File: src/rtl/odi_pkg.sv
package odi_pkg;
  typedef enum logic [1:0] {
    CAUSE_NONE   = 2'b00,
    CAUSE_OOT    = 2'b01,
    CAUSE_NODATA = 2'b10,
    CAUSE_INVAL  = 2'b11
  } cause_e;

  localparam int N_MON = 2;  // upstream, downstream
  localparam int N_FLT = 3;  // out of tolerance, no data, invalid orbit
  localparam int F_OOT    = 0;
  localparam int F_NODATA = 1;
  localparam int F_INVAL  = 2;
endpackage

File: src/rtl/odi_mon_track.sv
// Per-monitor period accumulator: records during one evaluation period
// whether data, a usable orbit, and an in-window orbit were seen.
module odi_mon_track #(
  parameter int POS_W = 16
) (
  input  logic             clk,
  input  logic             rst_n,
  input  logic             tick,
  input  logic             stb,
  input  logic             data_ok,
  input  logic             orbit_ok,
  input  logic [POS_W-1:0] pos,
  input  logic [POS_W-1:0] lo,
  input  logic [POS_W-1:0] hi,
  output logic             present,
  output logic             orbit_vld,
  output logic             out_tol
);
  logic seen_data_q, seen_orb_q, seen_in_q;
  logic seen_data_d, seen_orb_d, seen_in_d;
  logic new_data, new_orb, in_win;

  assign in_win   = ($signed(pos) >= $signed(lo)) && ($signed(pos) <= $signed(hi));
  assign new_data = stb & data_ok;
  assign new_orb  = new_data & orbit_ok;

  // Effective period view includes a report arriving with the tick.
  assign present   = seen_data_q | new_data;
  assign orbit_vld = seen_orb_q | new_orb;
  assign out_tol   = orbit_vld & ~(seen_in_q | (new_orb & in_win));

  always_comb begin
    if (tick) begin
      seen_data_d = 1'b0;
      seen_orb_d  = 1'b0;
      seen_in_d   = 1'b0;
    end else begin
      seen_data_d = present;
      seen_orb_d  = orbit_vld;
      seen_in_d   = seen_in_q | (new_orb & in_win);
    end
  end

  always_ff @(posedge clk or negedge rst_n) begin
    if (!rst_n) begin
      seen_data_q <= 1'b0;
      seen_orb_q  <= 1'b0;
      seen_in_q   <= 1'b0;
    end else begin
      seen_data_q <= seen_data_d;
      seen_orb_q  <= seen_orb_d;
      seen_in_q   <= seen_in_d;
    end
  end

  // an in-window orbit seen earlier in the period keeps the monitor in tolerance
  assert_inwin_holds_R6: assert property (@(posedge clk) disable iff (!rst_n)
    (!tick && new_orb && in_win) |=> !out_tol);
endmodule

File: src/rtl/odi_fault_timer.sv
// Consecutive-period counter for one fault condition.
module odi_fault_timer #(
  parameter int CNT_W = 16
) (
  input  logic             clk,
  input  logic             rst_n,
  input  logic             tick,
  input  logic             cond,
  input  logic             clr,
  input  logic [CNT_W-1:0] limit,
  output logic             fire
);
  localparam logic [CNT_W-1:0] CNT_MAX = {CNT_W{1'b1}};

  logic [CNT_W-1:0] cnt_q, cnt_d, cnt_inc;

  assign cnt_inc = (cnt_q == CNT_MAX) ? cnt_q : cnt_q + 1'b1;
  assign fire    = tick & cond & ~clr & (cnt_inc >= limit);

  always_comb begin
    cnt_d = cnt_q;
    if (clr)       cnt_d = '0;
    else if (tick) cnt_d = cond ? cnt_inc : '0;
  end

  always_ff @(posedge clk or negedge rst_n) begin
    if (!rst_n) cnt_q <= '0;
    else        cnt_q <= cnt_d;
  end

  // a tick without the condition restarts the count
  assert_timer_restart_R5: assert property (@(posedge clk) disable iff (!rst_n)
    (tick && !cond) |=> (cnt_q == '0));
  // clear leaves the count at zero
  assert_timer_clear_R8: assert property (@(posedge clk) disable iff (!rst_n)
    clr |=> (cnt_q == '0));
endmodule

File: src/rtl/orbit_drift_interlock.sv
module orbit_drift_interlock
  import odi_pkg::*;
#(
  parameter int POS_W = 16,
  parameter int CNT_W = 16
) (
  input  logic             clk,
  input  logic             rst_n,
  input  logic             tick,
  input  logic             rpt_stb,
  input  logic [1:0]       rpt_data_ok,
  input  logic [1:0]       rpt_orbit_ok,
  input  logic [POS_W-1:0] rpt_pos_up,
  input  logic [POS_W-1:0] rpt_pos_dn,
  input  logic [POS_W-1:0] tol_lo_up,
  input  logic [POS_W-1:0] tol_hi_up,
  input  logic [POS_W-1:0] tol_lo_dn,
  input  logic [POS_W-1:0] tol_hi_dn,
  input  logic [CNT_W-1:0] lim_oot,
  input  logic [CNT_W-1:0] lim_nodata,
  input  logic [CNT_W-1:0] lim_inval,
  input  logic             clr,
  output logic             dump_req,
  output logic [1:0]       dump_cause
);
  logic [POS_W-1:0] pos_a [N_MON];
  logic [POS_W-1:0] lo_a  [N_MON];
  logic [POS_W-1:0] hi_a  [N_MON];
  logic [CNT_W-1:0] lim_a [N_FLT];
  logic [N_MON-1:0] present, orbv, outt;
  logic [N_FLT-1:0] cond, fire;

  assign pos_a[0] = rpt_pos_up;  assign pos_a[1] = rpt_pos_dn;
  assign lo_a[0]  = tol_lo_up;   assign lo_a[1]  = tol_lo_dn;
  assign hi_a[0]  = tol_hi_up;   assign hi_a[1]  = tol_hi_dn;
  assign lim_a[F_OOT]    = lim_oot;
  assign lim_a[F_NODATA] = lim_nodata;
  assign lim_a[F_INVAL]  = lim_inval;

  for (genvar m = 0; m < N_MON; m++) begin : g_mon
    odi_mon_track #(.POS_W(POS_W)) u_trk (
      .clk(clk), .rst_n(rst_n), .tick(tick), .stb(rpt_stb),
      .data_ok(rpt_data_ok[m]), .orbit_ok(rpt_orbit_ok[m]),
      .pos(pos_a[m]), .lo(lo_a[m]), .hi(hi_a[m]),
      .present(present[m]), .orbit_vld(orbv[m]), .out_tol(outt[m])
    );
  end

  // Fault classes are mutually exclusive by construction of the period view.
  logic any_data, any_orb, all_out;
  assign any_data = |present;
  assign any_orb  = |orbv;
  assign all_out  = any_orb & (&(~orbv | outt));

  assign cond[F_OOT]    = all_out;
  assign cond[F_NODATA] = ~any_data;
  assign cond[F_INVAL]  = any_data & ~any_orb;

  for (genvar f = 0; f < N_FLT; f++) begin : g_tmr
    odi_fault_timer #(.CNT_W(CNT_W)) u_tmr (
      .clk(clk), .rst_n(rst_n), .tick(tick), .cond(cond[f]),
      .clr(clr), .limit(lim_a[f]), .fire(fire[f])
    );
  end

  // Dump latch: next-state and register processes.
  logic   req_q, req_d;
  cause_e cause_q, cause_d;

  always_comb begin
    req_d   = req_q;
    cause_d = cause_q;
    if (clr) begin
      req_d   = 1'b0;
      cause_d = CAUSE_NONE;
    end else if (!req_q && |fire) begin
      req_d = 1'b1;
      if (fire[F_OOT])         cause_d = CAUSE_OOT;
      else if (fire[F_NODATA]) cause_d = CAUSE_NODATA;
      else                     cause_d = CAUSE_INVAL;
    end
  end

  always_ff @(posedge clk or negedge rst_n) begin
    if (!rst_n) begin
      req_q   <= 1'b0;
      cause_q <= CAUSE_NONE;
    end else begin
      req_q   <= req_d;
      cause_q <= cause_d;
    end
  end

  assign dump_req   = req_q;
  assign dump_cause = cause_q;

  // at most one fault class can expire in a period
  assert_single_fire_R1: assert property (@(posedge clk) disable iff (!rst_n)
    $onehot0(fire));
  // latched request and cause hold until clear
  assert_latch_hold_R7: assert property (@(posedge clk) disable iff (!rst_n)
    (dump_req && !clr) |=> (dump_req && $stable(dump_cause)));
  // clear drops the request
  assert_clear_drops_R8: assert property (@(posedge clk) disable iff (!rst_n)
    clr |=> (!dump_req && dump_cause == 2'b00));
  // request and cause agree
  assert_cause_consistent_R9: assert property (@(posedge clk) disable iff (!rst_n)
    dump_req == (dump_cause != 2'b00));
  // a request only rises on an evaluation tick
  assert_rise_on_tick_R1: assert property (@(posedge clk) disable iff (!rst_n)
    $rose(dump_req) |-> $past(tick));
endmodule

File: config.mk
export PLATFORM = sky130hd
export DESIGN_NAME = orbit_drift_interlock
export DESIGN_NICKNAME = d
export VERILOG_FILES = /design/src/rtl/odi_pkg.sv /design/src/rtl/odi_mon_track.sv /design/src/rtl/odi_fault_timer.sv /design/src/rtl/orbit_drift_interlock.sv
export SDC_FILE = /design/constraint.sdc
export NUM_CORES = 1
export LEC_CHECK = 0
export BUFFER_PORTS_ARGS = -buffer_cell sky130_fd_sc_hd__buf_4
export CORE_UTILIZATION = 45
export CTS_CLUSTER_DIAMETER = 100
export DETAILED_ROUTE_END_ITERATION = 6
export PLACE_DENSITY = 0.69
export SYNTH_ARGS = -nofsm -noshare
export SYNTH_HDL_FRONTEND = slang
export SYNTH_SLANG_ARGS = --single-unit
File: constraint.sdc
create_clock -name clk -period 8.6 [get_ports clk]
set_input_delay 1.29 -clock clk [delete_from_list [all_inputs] [get_ports clk]]
set_output_delay 1.29 -clock clk [all_outputs]
set_load 0.01 [all_outputs]
==> qor.csv <==
metric;value;unit
vias;5969;
wl_met3;638;um
yosys_most_used_dff;dfrtp_1;
core_area;13400;um2
dr.pass1.iters;5;
p_sw;211;uW
arrival;4.40;ns
cp_slowest_cell;nor4_1;
cts-buffers-inserted;9;
syn-instance-count;767;
holdPathEnd;g_tmr[1].u_tmr.cnt_q[7]$_DFFE_PN0P_;
synth_fp_nets;1035;
fin_skew;0.00560;ns
top_layer_used;met4;
clk_latency;0.32;ns
cpPeakStageDelay;0.47;ns
place_congestion;0.859;
rows;42;
netlist_area;6280;um2
clock-root-buffer;clkbuf_16;
htreeDepth;3;
setup_viol;0;
slew_violations;0;
synth_edf_count;0;
first_global_vias;5674;
drc;0;
wl_per_cell;13.8;um
clockBufferDepth;2;
grt_max_degree;58;
min_period;4.16;ns
antenna_cells;0;
fmax;0.240;GHz
ys_ff_latch;57;
post-route-period-util;48.4;%
grt_usage;21.9;%
rsz0062_at_grt;false;
rr_startpoint;g_tmr[1].u_tmr.cnt_q[3]$_DFFE_PN0P_;
reg2reg_depth;15;
hold_path.class;reg -> reg;
yosysMostFrequentCell;inv_1;
synth.area.top_cells;ha_1, dfrtp_1, inv_1, a21oi_1, nand2_1;
place_hpwl;12.4;mm
critical_path.cell_chain;nand4_1 > nor4_1 > nand4_1 > nand4_1 > nor2_1 > xnor2_1 > ha_1 > a21o_1 > a21o_1 > a21oi_1 > o21ai_0 > a22oi_1 > mux2_2 > o21ai_0 > a21oi_1;
antenna_found_initial;0;
avgSynthCellArea;8.18;um2
pwr-share-seq;35.0;%
critPathMostFrequentCell;nand4_1;
ir_worst_vdd;0.102;mV
wl_met1;7.04;mm
p_sw_share;26.9;%
synth_top_cells_by_count;inv_1, ha_1, dfrtp_1;
critPathKind;reg -> reg;
nFillCells;1212;
crit_family;simple AND/OR/NAND/NOR gates;
p_comb_share;23.3;%
hold_viol_final;0;
port_buffers;155;
tritoncts;done;
worst-slew-pin-transition;0.912;ns
place_inst;1077;
fin_cells;1093;
cts.sinks;57;
syn2layout_area_growth;25.1;%
required;8.84;ns
vias_per_cell;5.46;
initial_core_util;46.8;%
dr_wl_met2;7.23;mm
r2r_setup_slack;4.44;ns
synth_largest_area_cell;ha_1;
die_y;120;um
nets;1180;
min-delay-start;g_tmr[1].u_tmr.cnt_q[7]$_DFFE_PN0P_;
fp.dieArea;14400;um2
antenna_left;0;
synthArstFlopShare;100;%
drt_iter0_markers;246;
start_kind;flip-flop;
path_clk_slew;0.05;ns
max_slew_margin;38.9;%
yosysWarnings;0;
cp_max_fo;9;
seq_area_frac_synth;22.7;%
netlist-cell-type-count;60;
cap_violations;0;
die_x;120;um
end_kind;flip-flop;
postCtsSetupBuffers;0;
whs_path_depth;1;
grt_first_pass_wirelength;25.8;mm
ioPinCount;156;
path_buf_inv;0;
cts_resized;0;
r2r_end;dump_cause[0]$_DFFE_PN0P_;
cts_hold_buf;0;
p_clk_share;41.7;%
p_int;574;uW
setup-tns-final;0;ns
grt_overflow_total;0;
wl;15.1;mm
status;complete, no violations;
drive_gt1_share;20.7;%
yosysTopAreaCellShare;22.9;%
p_per_area;100;nW/um2
leakagePower;4.33;nW
-- worst register-to-register path, delay by kind of cell (launching register included) --
family | cells | cell delay, ns
adders and majority gates | 1 | 0.30
xor gates and xnor gates | 1 | 0.17
AOI/OAI and AO/OA | 7 | 1.26
muxes | 1 | 0.24
DFF | 1 | 0.45
and+or+nand+nor | 5 | 1.70
-- cell families after synthesis --
group | share of synthesized area [%]
AND/OR/NAND/NOR | 18.9
AO/OA/AOI/OAI | 21.3
buffers and inverters | 8.95
adder cells (fa/ha/maj) | 22.9
flip-flops | 22.7
XOR/XNOR | 4.33
multiplexers | 0.877
-- per-stage QoR --
step	hold slack, ns	util [%]	power, mW	worst slack (ns)	cell area [um2]
floorplan	0.457	-	0.374	4.96	6280
finish	0.496	58.6	0.785	4.44	7850
CTS	0.497	58.6	0.793	4.48	7850
detailed placement	0.484	56.5	0.463	4.31	7570
global route	0.514	58.6	0.827	4.07	7850
global placement	0.479	56.5	0.461	4.33	7570
-- final cells by class --
cell class / count / area, um2 / share of cell area, %
multi-input combinational: 566 / 4290 / 54.7
inverter: 120 / 450 / 5.74
clock inverter: 3 / 15.0 / 0.191
tap: 176 / 220 / 2.81
sequential: 57 / 1430 / 18.2
timing repair buffer: 158 / 1190 / 15.1
clock buffer: 13 / 260 / 3.32
-- routing by layer --
metal / vias up / GRT usage [%]
li1: 3067 / -
met1: 2732 / 28.7
met2: 153 / 37.4
met3: 17 / 3.42
met4: 0 / 5.16
met5: - / 0
-- how the worst max path moves through the flow --
| stage | start | endpoint | slack (ns) | cells after the start |
|---|---|---|---|---|
| final | g_tmr[1].u_tmr.cnt_q[3]$_DFFE_PN0P_ | dump_cause[0]$_DFFE_PN0P_ | 4.44 | 15 |
| after floorplan | g_tmr[0].u_tmr.cnt_q[0]$_DFFE_PN0P_ | dump_cause[1]$_DFFE_PN0P_ | 4.96 | 18 |
| after global placement | rpt_pos_dn[15] | g_tmr[0].u_tmr.cnt_q[7]$_DFFE_PN0P_ | 4.33 | 11 |
| after detailed placement | rpt_pos_dn[15] | g_tmr[0].u_tmr.cnt_q[9]$_DFFE_PN0P_ | 4.31 | 11 |
| after global routing | g_tmr[1].u_tmr.cnt_q[3]$_DFFE_PN0P_ | dump_cause[0]$_DFFE_PN0P_ | 4.07 | 15 |
| after CTS | g_tmr[1].u_tmr.cnt_q[3]$_DFFE_PN0P_ | dump_cause[0]$_DFFE_PN0P_ | 4.48 | 15 |
-- sequential cells by signal (all words and copies together), names as in the netlist --
register	flops
dump_cause	2
dump_req	1
g_mon.u_trk.seen_data_q	2
g_mon.u_trk.seen_in_q	2
g_mon.u_trk.seen_orb_q	2
g_tmr.u_tmr.cnt_q	48
-- layout by cell type, fill, tap and decap left out, types with 6 or more instances in the layout --
cell type  synthesis  routed
a21oi_1           46      46
xnor2_1           20      20
a22o_1            20      20
clkbuf_16          0       9
o31ai_1            6       6
nand3_1           27      27
or3_1              7       7
xor2_1            11      11
ha_1             115     115
o41ai_1            9       9
a21o_1            24      24
dfrtp_1           57      57
nand4_1           26      26
and4_1             8       8
a32o_1            10      10
o21a_1             6       6
and3_1             6       6
nor2_1            45      44
buf_4              2     158
nor3_1            10      10
inv_1            120     120
nor2b_1            7       7
nand2_1           52      52
o21ai_0           31      31
nor4_1            13      13
a31oi_1            8       8
-- power groups by stage --
stage,sequential [mW],clock (mW),combinational [mW]
after global routing,0.275,0.342,0.210
after global placement,0.279,0,0.182
after floorplan,0.278,0,0.0955
final,0.275,0.328,0.183
after detailed placement,0.279,0,0.184
after CTS,0.274,0.334,0.185
(Power assumes the default switching activity.)
